===== src/rtl/qpwm_pkg.sv =====
package qpwm_pkg;
  parameter int unsigned QPWM_CNT_W = 16;
  parameter int unsigned QPWM_DEPTH = 4;

  typedef enum logic [1:0] {
    FQ_HOLD = 2'b00,
    FQ_POP  = 2'b01,
    FQ_PUSH = 2'b10,
    FQ_BOTH = 2'b11
  } fq_op_e;
endpackage


===== src/rtl/qpwm_fifo.sv =====
module qpwm_fifo
  import qpwm_pkg::*;
#(
  parameter int unsigned W     = QPWM_CNT_W,
  parameter int unsigned DEPTH = QPWM_DEPTH,
  localparam int unsigned AW   = (DEPTH > 1) ? $clog2(DEPTH) : 1,
  localparam int unsigned LW   = $clog2(DEPTH + 1)
) (
  input  logic          clk_i,
  input  logic          rst_ni,
  input  logic          flush_i,
  input  logic          push_i,
  input  logic [W-1:0]  data_i,
  input  logic          pop_i,
  output logic [W-1:0]  data_o,
  output logic [LW-1:0] level_o,
  output logic          empty_o,
  output logic          drop_o
);
  logic [W-1:0]  mem_q [DEPTH];
  logic [AW-1:0] wr_ptr_q, rd_ptr_q, wr_ptr_n, rd_ptr_n;
  logic [LW-1:0] cnt_q;
  logic          full, push_ok, pop_ok;
  fq_op_e        op;

  assign full    = (cnt_q == LW'(DEPTH));
  assign empty_o = (cnt_q == '0);
  assign push_ok = push_i & ~full & ~flush_i;
  assign pop_ok  = pop_i & ~empty_o & ~flush_i;
  assign drop_o  = push_i & full & ~flush_i;
  assign op      = fq_op_e'({push_ok, pop_ok});

  generate
    if ((DEPTH & (DEPTH - 1)) == 0 && DEPTH > 1) begin : g_pow2
      assign wr_ptr_n = wr_ptr_q + AW'(1);
      assign rd_ptr_n = rd_ptr_q + AW'(1);
    end else begin : g_mod
      assign wr_ptr_n = (wr_ptr_q == AW'(DEPTH - 1)) ? '0 : wr_ptr_q + AW'(1);
      assign rd_ptr_n = (rd_ptr_q == AW'(DEPTH - 1)) ? '0 : rd_ptr_q + AW'(1);
    end
  endgenerate

  always_ff @(posedge clk_i) begin
    if (push_ok) mem_q[wr_ptr_q] <= data_i;
  end

  always_ff @(posedge clk_i or negedge rst_ni) begin
    if (!rst_ni) begin
      wr_ptr_q <= '0;
      rd_ptr_q <= '0;
      cnt_q    <= '0;
    end else if (flush_i) begin
      wr_ptr_q <= '0;
      rd_ptr_q <= '0;
      cnt_q    <= '0;
    end else begin
      if (push_ok) wr_ptr_q <= wr_ptr_n;
      if (pop_ok)  rd_ptr_q <= rd_ptr_n;
      case (op)
        FQ_PUSH: cnt_q <= cnt_q + LW'(1);
        FQ_POP:  cnt_q <= cnt_q - LW'(1);
        default: cnt_q <= cnt_q;
      endcase
    end
  end

  assign data_o  = mem_q[rd_ptr_q];
  assign level_o = cnt_q;

  a_r4_level_bound: assert property (@(posedge clk_i) disable iff (!rst_ni)
    cnt_q <= LW'(DEPTH));
  a_r7_drop_keeps_level: assert property (@(posedge clk_i) disable iff (!rst_ni)
    (push_i && full && !pop_i && !flush_i) |=> $stable(cnt_q));
  a_r9_flush_empties: assert property (@(posedge clk_i) disable iff (!rst_ni)
    flush_i |=> (cnt_q == '0));
endmodule


===== src/rtl/qpwm_core.sv =====
module qpwm_core
  import qpwm_pkg::*;
#(
  parameter int unsigned W = QPWM_CNT_W
) (
  input  logic         clk_i,
  input  logic         rst_ni,
  input  logic         en_i,
  input  logic [W-1:0] period_i,
  input  logic         load_valid_i,
  input  logic [W-1:0] load_duty_i,
  output logic         pop_o,
  output logic         start_o,
  output logic         pwm_o,
  output logic [W-1:0] cnt_o
);
  logic         run_q;
  logic [W-1:0] cnt_q, duty_q;
  logic [W:0]   cnt_inc;
  logic         wrap, tick;

  assign cnt_inc = {1'b0, cnt_q} + (W+1)'(1);
  // >= so a period shrunk below the count still wraps at once
  assign wrap    = (cnt_inc >= {1'b0, period_i});
  assign tick    = run_q & en_i & wrap;
  assign start_o = en_i & ~run_q;
  assign pop_o   = tick & load_valid_i;

  always_ff @(posedge clk_i or negedge rst_ni) begin
    if (!rst_ni) begin
      run_q  <= 1'b0;
      cnt_q  <= '0;
      duty_q <= '0;
    end else begin
      run_q <= en_i;
      if (!en_i || !run_q || wrap) cnt_q <= '0;
      else                         cnt_q <= cnt_inc[W-1:0];
      if (pop_o) duty_q <= load_duty_i;
    end
  end

  assign pwm_o = run_q & (cnt_q < duty_q);
  assign cnt_o = cnt_q;

  a_r5_duty_at_boundary: assert property (@(posedge clk_i) disable iff (!rst_ni)
    !tick |=> $stable(duty_q));
  a_r8_parked: assert property (@(posedge clk_i) disable iff (!rst_ni)
    !en_i |=> (cnt_o == '0 && !pwm_o));
  a_r2_restart_zero: assert property (@(posedge clk_i) disable iff (!rst_ni)
    start_o |=> (cnt_o == '0));
endmodule


===== src/rtl/qpwm_top.sv =====
module qpwm_top
  import qpwm_pkg::*;
#(
  parameter int unsigned CNT_W = QPWM_CNT_W,
  parameter int unsigned DEPTH = QPWM_DEPTH,
  localparam int unsigned LW   = $clog2(DEPTH + 1)
) (
  input  logic             clk_i,
  input  logic             rst_ni,
  input  logic             en_i,
  input  logic [CNT_W-1:0] period_i,
  input  logic             wr_en_i,
  input  logic [CNT_W-1:0] wr_duty_i,
  input  logic             ovf_clr_i,
  output logic             pwm_o,
  output logic [CNT_W-1:0] cnt_o,
  output logic [LW-1:0]    level_o,
  output logic             ovf_o
);
  logic             pop, start, empty, drop;
  logic [CNT_W-1:0] head;
  logic             ovf_q;

  qpwm_fifo #(.W(CNT_W), .DEPTH(DEPTH)) u_fifo (
    .clk_i   (clk_i),
    .rst_ni  (rst_ni),
    .flush_i (start),
    .push_i  (wr_en_i),
    .data_i  (wr_duty_i),
    .pop_i   (pop),
    .data_o  (head),
    .level_o (level_o),
    .empty_o (empty),
    .drop_o  (drop)
  );

  qpwm_core #(.W(CNT_W)) u_core (
    .clk_i        (clk_i),
    .rst_ni       (rst_ni),
    .en_i         (en_i),
    .period_i     (period_i),
    .load_valid_i (~empty),
    .load_duty_i  (head),
    .pop_o        (pop),
    .start_o      (start),
    .pwm_o        (pwm_o),
    .cnt_o        (cnt_o)
  );

  always_ff @(posedge clk_i or negedge rst_ni) begin
    if (!rst_ni)        ovf_q <= 1'b0;
    else if (drop)      ovf_q <= 1'b1;
    else if (ovf_clr_i) ovf_q <= 1'b0;
  end
  assign ovf_o = ovf_q;

  a_r7_ovf_sticky: assert property (@(posedge clk_i) disable iff (!rst_ni)
    (ovf_o && !ovf_clr_i) |=> ovf_o);
  a_r7_ovf_set: assert property (@(posedge clk_i) disable iff (!rst_ni)
    drop |=> ovf_o);
endmodule


===== config.mk =====
export PLATFORM = sky130hd
export DESIGN_NAME = qpwm_top
export DESIGN_NICKNAME = d
export VERILOG_FILES = /design/src/rtl/qpwm_pkg.sv /design/src/rtl/qpwm_fifo.sv /design/src/rtl/qpwm_core.sv /design/src/rtl/qpwm_top.sv
export SDC_FILE = /design/constraint.sdc
export NUM_CORES = 1
export LEC_CHECK = 0
export BUFFER_PORTS_ARGS = -buffer_cell sky130_fd_sc_hd__buf_2
export CAP_MARGIN = 20
export CORE_MARGIN = 2
export CORE_UTILIZATION = 53
export CTS_CLUSTER_DIAMETER = 150
export DETAILED_ROUTE_END_ITERATION = 16
export PLACE_DENSITY = 0.73
export SLEW_MARGIN = 20
export SYNTH_ARGS = -nofsm -noshare
export SYNTH_HDL_FRONTEND = slang
export SYNTH_SLANG_ARGS = --single-unit

===== constraint.sdc =====
create_clock -name clk_i -period 5 [get_ports clk_i]
set_input_delay 1 -clock clk_i [delete_from_list [all_inputs] [get_ports clk_i]]
set_output_delay 1 -clock clk_i [all_outputs]
set_load 0.01 [all_outputs]

Yosys cells after proc, flatten, opt, wreduce, memory -nomap -nowiden --
Memory sizes are Yosys's and may differ from the RTL's. A register that Yosys moved wholly into a read port is not among the register bits. Index checks and enable logic that the tools add are counted.
Word-level totals: word-level logic and storage cells 53, output and inout bits 21, memory bits (writable) 64, input bits 37, bits in registers 25, memories kept 1
Memory list:
- u_fifo.mem_q | depth 4, width 16, read ports 1, clocked after memory_dff 1, wr ports 1, RTL line qpwm_fifo.sv:20 | logic [W-1:0] mem_q [DEPTH];
Operators by class: bitwise gates (word level) 15, reductions and logical operators 10, equality and inequality tests 3, multiplexer cells 11, magnitude comparators 2, add/subtract/negate cells 5
Operator list (count):
- $add 16x1->17 const B | 1
- $ge 17x16->1 | 1
- $lt 16x16->1 | 1
- $mux 16 | 1
- $and 1x1->1 | 11
- $mux 2 | 4
- $pmux 3 s2 | 1
- $reduce_bool 2->1 | 3
- $add 2x1->2 const B | 2
- $mux 1 | 4
- $not 1->1 | 4
- $add 3x1->3 const B | 1
- $eq 3x3->1 const B | 1
- $logic_not 1->1 | 3
- $logic_not 3->1 | 1
- $mux 3 | 1
- $reduce_bool 3->1 | 1
- $sub 3x1->3 const B | 1
- $eq 2x1->1 const B | 1
- $eq 2x2->1 const B | 1
- $logic_or 1x1->1 | 2

Depth between registers and ports, before layout --
Gate-level depths: netlist of run 1.
depth after elaboration 9, depth in mapped cells 19, depth with buffers taken out 17

Hierarchy --
Synthesis of run 1 repeated with hierarchy kept, for this count alone.
Unflattened totals: cell total of the unflattened synthesis 432, area, all modules 5408.9 sq um
Modules (own cells, without submodules):
- qpwm_fifo | times used 1, seq. area each 2097.0 sq um, area an instance 2954.1 sq um, cells an instance 154
- qpwm_core | times used 1, seq. area each 825.8 sq um, area an instance 2414.8 sq um, cells an instance 274
- qpwm_top | times used 1, seq. area each 25.0 sq um, area an instance 40.0 sq um, cells an instance 4

Worst setup path before layout of run 1 --
No wires, ideal clock.
path kind register -> register, start point register u_core.cnt_q[2], in the netlist u_core.cnt_o[2], end point register u_fifo.cnt_q[2], in the netlist u_fifo.level_o[2], data arrival time 3.794 ns, period minus slack after synthesis 3.871 ns, path buffers 2, library setup time 0.077 ns, cell stages (with the launch flop) 19, slack 1.129 ns, data required time 4.923 ns, cells stage by stage dfrtp_1 and4_4 nand4_4 nor2_1 xor2_1 ha_1 a211o_1 a21oi_1 o21ai_0 and4bb_4 nand2b_4 buf_6 buf_12 inv_1 ha_1 fa_1 xnor2_1 or3_1 a21oi_1
Between the ends: word-level cells in the longest chain between the ends 9, elaborated cells between the ends (all ways) 11, classes of those cells 1 x add/sub; 1 x order compare; 2 x eq/ne; 2 x mux; 4 x bitwise; 1 x reduce/logical
Ends and longest elaborated chain:
- start: declaration | RTL line qpwm_core.sv:18 | logic [W-1:0] cnt_q, duty_q;
- start signal: assignment | RTL line qpwm_core.sv:37 | else cnt_q <= cnt_inc[W-1:0];
- $add 16x1->17 (*) | RTL line qpwm_core.sv:22 | assign cnt_inc = {1'b0, cnt_q} + (W+1)'(1);
- $ge 17x16->1 (*) | RTL line qpwm_core.sv:24 | assign wrap = (cnt_inc >= {1'b0, period_i});
- $and 1x1->1 (*) | RTL line qpwm_core.sv:25 | assign tick = run_q & en_i & wrap;
- $and 1x1->1 (*) | RTL line qpwm_core.sv:27 | assign pop_o = tick & load_valid_i;
- $and 1x1->1 (*) (2 in a row) | RTL line qpwm_fifo.sv:29 | assign pop_ok = pop_i & ~empty_o & ~flush_i;
- $eq 2x1->1 or $eq 2x2->1 (tied branches) | RTL line qpwm_fifo.sv:59 | case (op)
- $pmux 3 s2 | RTL line qpwm_fifo.sv:59
- $mux 3 | RTL line qpwm_fifo.sv:52 | end else if (flush_i) begin
- end signal: assignment | RTL line qpwm_fifo.sv:60 | FQ_PUSH: cnt_q <= cnt_q + LW'(1);
- end signal: assignment | RTL line qpwm_fifo.sv:61 | FQ_POP: cnt_q <= cnt_q - LW'(1);
- end signal: assignment | RTL line qpwm_fifo.sv:62 | default: cnt_q <= cnt_q;
- end: declaration | RTL line qpwm_fifo.sv:22 | logic [LW-1:0] cnt_q;
Every way passes the cells marked *; elsewhere a longest branch is shown, timed or not. A chain may end at the register's enable or synchronous reset.

Worst setup path after layout of run 1 --
start point register u_core.cnt_q[3], in the netlist u_core.cnt_o[3], end point register u_fifo.cnt_q[2], in the netlist u_fifo.level_o[2]
The elaborated chain is that of the path after synthesis.

==> impl_summary.md, run 1 <==
Pwr
The design internal power is 1.30 mW. VDD sags by at most 221 uV. For this design the static power due to leakage is 2.47 nW. Summed over all nets, the switching power comes to 0.489 mW. The proportion of power drawn by the clock network is 29.4%. The register share of total power is 59.2%. Of the total power, the share spent switching nets is 27.3%.

The power density over the cells is 321 nW/um^2. Per report_power, the combinational group accounts for 11.4% of the total.

CTS
Clock-pin slew was measured on the worst setup and hold paths at 0.11 ns. Hold repair after CTS inserted 0 buffers. Once the clock tree was built, the setup fixing pass inserted 0 buffers. The count of cells resized by post-cts repair is 0. TritonCTS built the clock tree.

The total number of clock tree sinks is 105. In this run the deepest clock path goes through 2 buffers. The number of H-tree branching levels is 3. The total CTS buffers is 9. The tree is rooted in a sky130_fd_sc_hd__clkbuf_8. The later-pin clock latency in the skew report is 0.37 ns.

Yosys
Yosys printed 0 warnings. After synthesis, the largest family of logic cells by area is multiplexers. The unique cell type count in the Yosys netlist is 46. The xor/xnor cell area share of the yosys netlist is 2.97%. The share of Yosys cell area claimed by the top area cell type is 38.3%. The share of synthesized registers carrying an async set or reset is 39.0%. The post-synthesis adder-cell area fraction is 9.64%. The post-synthesis compound-gate area fraction is 4.42%. The largest area contributor in the synthesized netlist is sky130_fd_sc_hd__edfxtp_1. The count of state elements after synthesis is 105. Synthesis produced 345 cells. The post-synthesis net count is 420. By area the synthesized netlist is led by sky130_fd_sc_hd__edfxtp_1 38%, sky130_fd_sc_hd__dfrtp_1 20%, sky130_fd_sc_hd__ha_1 9.2%, sky130_fd_sc_hd__mux4_2 7.2%, sky130_fd_sc_hd__inv_1 2.8%. The synthesized area is 5010 sq um. The portion of synthesized area spent on multiplexers is 11.8%. Yosys mapped a number of flops with a built-in enable equal to 64. The average instance area after synthesis is 14.5 sq um. Summing the areas of all and, or, nand and nor instances in the mapped netlist gives 8.51% of the synthesized area. For this run, the leading register cell type out of synthesis is sky130_fd_sc_hd__edfxtp_1. Sequential elements use 58.8% of the synthesized area.

Global routing
The number of global-route vias before repair is 2967. The all-layer global routing usage is 18.9%. The first global-routing pass estimated 14500 um of wire.

The residual overflow from global routing is 0. The pin count of the biggest net entering global routing is 42. The initial antenna violation count is 0.

Finish
The library cell used most frequently in the layout, excluding fill and tap cells, is sky130_fd_sc_hd__edfxtp_1. The top cell types in the final layout, fill and taps aside, are 64 x sky130_fd_sc_hd__edfxtp_1, 57 x sky130_fd_sc_hd__buf_2, 41 x sky130_fd_sc_hd__dfrtp_1, 38 x sky130_fd_sc_hd__inv_1, 37 x sky130_fd_sc_hd__ha_1. The number of nets at the end of the flow is 482. The share of post-route cells with drive strength above 1 is 26.9%. 0 antenna diodes ended up in the layout. The finished layout holds 523 standard cells, fillers aside. The relative area change from synthesis to final layout is 11.6%.

Placed design
At the end of routability-driven placement, the weighted congestion stood at 0.802. The post-placement cell count is 507. Detailed placement ended at an HPWL of 6330 um.

The quantity of I/O buffers inserted on ports is 57.

Setup path
The top fanout value on the critical path is 18. For the worst setup path, the data required time is 5.30 ns. STA classifies the critical path endpoint as a flip-flop. The category of the most critical setup path is reg2reg. The nature of the critical path startpoint is a flip-flop. The internal reg-to-reg setup slack is 0.94 ns. The signal arrival time at the worst endpoint is 4.36 ns.

Timing
The number of hold violations in the final report is 0. The period utilization is 81.3%. In the final timing run, aggregate negative setup slack is 0 ns. The routed design could run at a clock period as short as 4.06 ns. The number of max-slew violations in the final report came to 0. On the final layout, the worst clock skew is 0.0159 ns. The worst pin sits at a relative slew slack of 37.6%. Setup violations remaining at the end of the flow were counted as 0. Timing would allow up to 0.246 GHz. Setup repair after global routing left no endpoint under its margin.

At the pin with the least slew margin, the transition time is 0.936 ns.

Detailed routing
The routed layout has 2848 vias. Dividing the detail-routed wire length by the instance count gives 16.9 um. After detailed routing, the number of remaining DRC violations is 0.

The first-pass detailed-route iteration total is 4. The detail-routed via count per cell is 5.45. The final layout contains routed wiring with a total length of 8820 um. The first routing iteration left 104 violations.

The remaining antenna violation count is 0.

Floorplanning
The floorplan die height is 101 um. The boundary pin count is 58. The area of the placeable core is 9200 sq um.

The width of the die is 101 um. Once the floorplan was initialized, standard cells occupied 54.5% of the core. Row generation in the floorplan step produced 35 rows.

The die covers 10300 sq um.

Min path
The path class of the tightest hold or removal check is reg2reg.

Job
The tool flagged a number of max-cap violations equal to 0.

Outcome
The run finished with clean final reports.
worst max-delay path, stage by stage (launching register included):
cell                       delay (ns)
sky130_fd_sc_hd__dfrtp_1         0.46
sky130_fd_sc_hd__and4_4          0.30
sky130_fd_sc_hd__nand4_4         0.15
sky130_fd_sc_hd__nor2_1          0.17
sky130_fd_sc_hd__xor2_1          0.20
sky130_fd_sc_hd__ha_1            0.28
sky130_fd_sc_hd__a211o_1         0.30
sky130_fd_sc_hd__a21oi_1         0.12
sky130_fd_sc_hd__o21ai_0         0.08
sky130_fd_sc_hd__and4bb_4        0.33
sky130_fd_sc_hd__nand2b_4        0.30
sky130_fd_sc_hd__inv_1           0.08
sky130_fd_sc_hd__ha_1            0.24
sky130_fd_sc_hd__fa_1            0.38
sky130_fd_sc_hd__xnor2_1         0.14
sky130_fd_sc_hd__or3_1           0.30
sky130_fd_sc_hd__a21oi_1         0.15
registers in the layout (all words and copies together) (netlist names):
register         count
u_fifo.wr_ptr_q      2
ovf_o                1
u_fifo.level_o       3
u_core.run_q         1
u_core.duty_q       16
u_fifo.rd_ptr_q      2
u_fifo.mem_q        64
u_core.cnt_o        16
cell families after synthesis:
group / after synthesis
compound gates: 33
simple gates: 73
flops: 105
xor+xnor: 17
mux: 34
buf+inv: 45
fa+ha+maj: 38
final timing paths:
path,startpoint,endpoint,cells past startpoint
max,u_core.cnt_o[3],u_fifo.level_o[2],16
min,u_core.duty_q[3],u_core.duty_q[3],1
max reg2reg,u_core.cnt_o[3],u_fifo.level_o[2],16
min reg2reg,u_core.duty_q[3],u_core.duty_q[3],1
max in group asynchronous,rst_ni,u_core.cnt_o[7],1
min in group asynchronous,rst_ni,u_fifo.wr_ptr_q[1],1
power groups by stage:
stage / Clock (mW) / Combinational, mW / Sequential (mW)
finish: 0.528 / 0.204 / 1.06
global route: 0.570 / 0.232 / 1.07
CTS: 0.538 / 0.210 / 1.06
detailed placement: 0 / 0.210 / 1.08
global placement: 0 / 0.204 / 1.08
floorplan: 0 / 0.123 / 1.07
synth_stat cells (9+ instances only):
master and instances:
sky130_fd_sc_hd__edfxtp_1 64, sky130_fd_sc_hd__ha_1 37, sky130_fd_sc_hd__dfrtp_1 41, sky130_fd_sc_hd__xnor2_1 10
sky130_fd_sc_hd__inv_1 38, sky130_fd_sc_hd__nor2_1 13, sky130_fd_sc_hd__nand3_1 9, sky130_fd_sc_hd__nor2b_1 14
sky130_fd_sc_hd__nand2_1 12, sky130_fd_sc_hd__a21oi_1 9, sky130_fd_sc_hd__mux4_2 16
through the flow:
stage	power (mW)	utilization [%]	hold slack, ns	instance area [sq um]	setup WS [ns]
after global placement	1.28	58.6	0.488	5390	1.06
final	1.79	60.8	0.519	5600	0.937
after global routing	1.87	60.8	0.545	5600	0.625
after floorplan	1.20	-	0.479	5010	1.13
after CTS	1.81	60.8	0.523	5600	0.895
after detailed placement	1.29	58.6	0.497	5390	0.911
area by class of cell:
class | instances | area [sq um]
fill | 718 | 3600
multi-input combinational | 195 | 1870
clock buffer | 9 | 124
sequential | 105 | 2950
timing repair buffer | 58 | 293
tap | 111 | 139
clock inverter | 7 | 78.8
inverter | 38 | 143
routing by layer:
| metal | track usage, % | routed length (um) |
|---|---|---|
| met5 | 0 | 0 |
| met2 | 30.6 | 4250 |
| met4 | 7.17 | 114 |
| met3 | 3.45 | 349 |
| met1 | 25.6 | 4110 |
Note: power is estimated with default switching activity, not from simulation.
==> run 2, diff against run 1 <==
==> constraint.sdc (replaced) <==
create_clock -name clk_i -period 4.1 [get_ports clk_i]
set_input_delay 0.82 -clock clk_i [delete_from_list [all_inputs] [get_ports clk_i]]
set_output_delay 0.82 -clock clk_i [all_outputs]
set_load 0.01 [all_outputs]
==> impl_summary.md, run 2 (synthesis results as in run 1) <==
CTS
The master cell of the clock root buffer was sky130_fd_sc_hd__clkbuf_8 (unchanged). The clock-pin slew of the registers on the worst-case setup and hold paths is 0.10 ns (was 0.11 ns). The post-cts hold buffer count is 0 (unchanged).

The total CTS buffers came to 9 (unchanged). The deepest clock path buffer count is 2 (unchanged). The clock tree from TritonCTS is built (unchanged).

The total number of clock tree sinks was 105 (unchanged). The post-CTS repair timing setup buffer count was 0 (unchanged). The count of cells resized by post-cts repair is 0 (unchanged). The number of H-tree branching levels is 3 (unchanged). The later-pin clock latency in the skew report is 0.36 ns (was 0.37 ns).

Timing
The final worst setup slack is 0.238 ns (was 0.937 ns). The number of hold violations in the final report is 0 (unchanged). The setup total negative slack came to 0 ns (unchanged). The final count of negative-setup-slack endpoints is 0 (unchanged). The shortest period the worst path allows is 3.86 ns (was 4.06 ns). The transition time of the tightest slew-check pin is 0.942 ns (was 0.936 ns).

The setup skew after layout is 0.00813 ns (was 0.0159 ns). The period utilization is 94.2% (was 81.3%). The relative slew slack is 37.2% (was 37.6%). The maximum achievable frequency is 0.259 GHz (was 0.246 GHz). Setup repair after global routing missed its margin: false (unchanged).

The number of max-slew violations in the final report is 0 (unchanged).

Placed design
The post-detailed-placement cell area is 5400 sq um (was 5390 sq um). The setup slack at placement is 0.255 ns (was 0.911 ns). The last weighted congestion value of the routability-driven placer is 0.816 (was 0.802). The final HPWL from detailed placement is 6220 um (was 6330 um).

The quantity of I/O buffers inserted on ports is 57 (unchanged).

Detailed routing
The routed via count is 2811 (was 2848). The DRC violation total after the first TritonRoute iteration is 124 (was 104). The detail-routed net length per standard cell was 16.5 um (was 16.9 um). The detail-routed via count per cell is 5.36 (was 5.45).

The remaining antenna violation count is 0 (unchanged). The post-detailed-route DRC marker count is 0 (unchanged). The first-pass detailed-route iteration total came to 4 (unchanged). The final routed wirelength across all metal layers was 8650 um (was 8820 um).

Setup path
The highest-delay cell along the critical path is sky130_fd_sc_hd__dfrtp_1 (unchanged). The required time of the worst setup path came to 4.39 ns (was 5.30 ns). The stage delay of the slowest cell on the critical path is 0.47 ns (was 0.46 ns). The sort of element at the end of the critical path was a flip-flop (unchanged). The launching point of the worst reg2reg path is u_core.cnt_o[3] (unchanged).

The signal arrival time at the worst endpoint is 4.16 ns (was 4.36 ns). The depth of the worst register-to-register path is 16 (unchanged). The nature of the critical path startpoint is a flip-flop (unchanged). The top fanout value on the critical path came to 6 (was 18). Critical path, cell by cell: and4_4 -> nand4_4 -> nor3_1 -> xor2_1 -> ha_1 -> a21o_1 -> a21oi_1 -> o21ai_0 -> and4bb_4 -> nand2b_4 -> inv_1 -> ha_1 -> fa_1 -> xnor2_1 -> or3_1 -> a21oi_1 (was and4_4 -> nand4_4 -> nor2_1 -> xor2_1 -> ha_1 -> a211o_1 -> a21oi_1 -> o21ai_0 -> and4bb_4 -> nand2b_4 -> inv_1 -> ha_1 -> fa_1 -> xnor2_1 -> or3_1 -> a21oi_1). The category of the most critical setup path is reg2reg (unchanged). The capture point of the worst reg-to-reg path is u_fifo.level_o[2] (unchanged).

The internal reg-to-reg setup slack is 0.24 ns (was 0.94 ns).

Pwr
The standby leakage power came to 2.46 nW (was 2.47 nW). The switching share of power is 26.3% (was 27.3%). The design internal power is 1.58 mW (was 1.30 mW). The register share of total power is 60.5% (was 59.2%). The proportion of power drawn by the clock network came to 28.1% (was 29.4%). The worst vdd rail ir drop is 222 uV (was 221 uV). The combinational group share of total power was 11.3% (was 11.4%). The power density over the cells was 383 nW/um^2 (was 321 nW/um^2). The switching power summed over all nets is 0.562 mW (was 0.489 mW).

Floorplanning
The die area is 10300 sq um (unchanged). The floorplan die height is 101 um (unchanged). The width of the die is 101 um (unchanged). The area of the placeable core is 9200 sq um (unchanged). The boundary pin count is 58 (unchanged).

The site row count is 35 (unchanged). The effective utilization at floorplan was 54.5% (unchanged).

Job
The total of max-cap violations is 0 (unchanged).

Finish
The relative area change from synthesis to final layout was 11.4% (was 11.6%). Most frequent cells in the layout: 64 x sky130_fd_sc_hd__edfxtp_1, 57 x sky130_fd_sc_hd__buf_2, 40 x sky130_fd_sc_hd__dfrtp_1, 38 x sky130_fd_sc_hd__inv_1, 37 x sky130_fd_sc_hd__ha_1 (was 64 x sky130_fd_sc_hd__edfxtp_1, 57 x sky130_fd_sc_hd__buf_2, 41 x sky130_fd_sc_hd__dfrtp_1, 38 x sky130_fd_sc_hd__inv_1, 37 x sky130_fd_sc_hd__ha_1). The share of post-route cells with drive strength above 1 is 27.1% (was 26.9%). The design area is 5590 sq um (was 5600 sq um). The flip-flop count of the largest register after layout is 64 (unchanged). The number of nets at the end of the flow is 483 (was 482). The leading cell type in the layout, fill and taps excluded is sky130_fd_sc_hd__edfxtp_1 (unchanged). The register name with the most flops is u_fifo.mem_q (unchanged). The filler cell count in the final layout is 724 (was 718). The final antenna diode count is 0 (unchanged).

Global routing
The all-layer global routing usage was 18.5% (was 18.9%). The initial antenna violation count is 0 (unchanged). The residual overflow from global routing is 0 (unchanged). The wire length of the first global-routing pass was 14200 um (was 14500 um). The pin count of the biggest net entering global routing is 42 (unchanged). The number of global-route vias before repair was 2841 (was 2967).

Outcome
Result of the run: complete, no violations (unchanged).

Min path
The end point of the worst hold path is u_core.duty_q[14] (was u_core.duty_q[3]). The path category of the worst min-delay check is reg2reg (unchanged). The worst hold path startpoint is u_core.duty_q[14] (was u_core.duty_q[3]). The worst hold path stage count is 1 (unchanged).
[run 2: area by class of cell]
class                   instances  area [sq um]  share of cell area (%)
well taps                     111           139                    2.49
clock inverters                 7          60.1                    1.08
multi-input cells             195          1870                    33.5
repair buffers                 59           300                    5.38
flip-flops and latches        105          2950                    52.8
clock buffers                   9           124                    2.22
inverters                      38           143                    2.55
[run 2: worst max-delay path by stage]
stage / slack [ns] / cells past startpoint / end / startpoint
6_report: 0.24 / 16 / u_fifo.level_o[2] / u_core.cnt_o[3]
5_1_grt: 0.06 / 16 / u_fifo.level_o[2] / u_core.cnt_o[3]
4_1_cts: 0.23 / 16 / u_fifo.level_o[2] / u_core.cnt_o[3]
3_5_place_dp: 0.26 / 16 / u_fifo.level_o[2] / u_core.cnt_o[3]
3_3_place_gp: 0.40 / 16 / u_fifo.level_o[2] / u_core.cnt_o[3]
2_1_floorplan: 0.23 / 18 / u_fifo.level_o[2] / u_core.cnt_o[2]
[run 2: critical path: cells and delay by family (launching register included)]
kind | cells | cell delay [ns]
buf+inv | 1 | 0.04
xor+xnor | 2 | 0.35
fa+ha+maj | 3 | 0.88
flops | 1 | 0.47
compound gates | 4 | 0.57
simple gates | 6 | 1.48
[run 2: layer usage]
layer,GRT usage (%),up-vias,share of wire [%]
met5,0,-,0
met2,29.4,61,47
met4,9.04,0,2.0
met1,25.1,1350,47
met3,2.90,12,3.9
li1,-,1388,-
[run 2: stage by stage]
stage / hold WS (ns) / cells / util, % / power, mW
finish: 0.514 / 524 / 60.7 / 2.14
global route: 0.538 / 524 / 60.7 / 2.24
CTS: 0.518 / 524 / 60.7 / 2.16
detailed placement: 0.494 / 508 / 58.7 / 1.57
global placement: 0.490 / 508 / 58.7 / 1.55
floorplan: 0.479 / 345 / - / 1.46
[run 2: power groups by stage]
stage | clock (mW) | combinational (mW) | sequential, mW
after floorplan | 0 | 0.151 | 1.31
final | 0.602 | 0.243 | 1.30
after global routing | 0.662 | 0.275 | 1.31
after CTS | 0.617 | 0.249 | 1.30
after detailed placement | 0 | 0.250 | 1.32
after global placement | 0 | 0.243 | 1.31
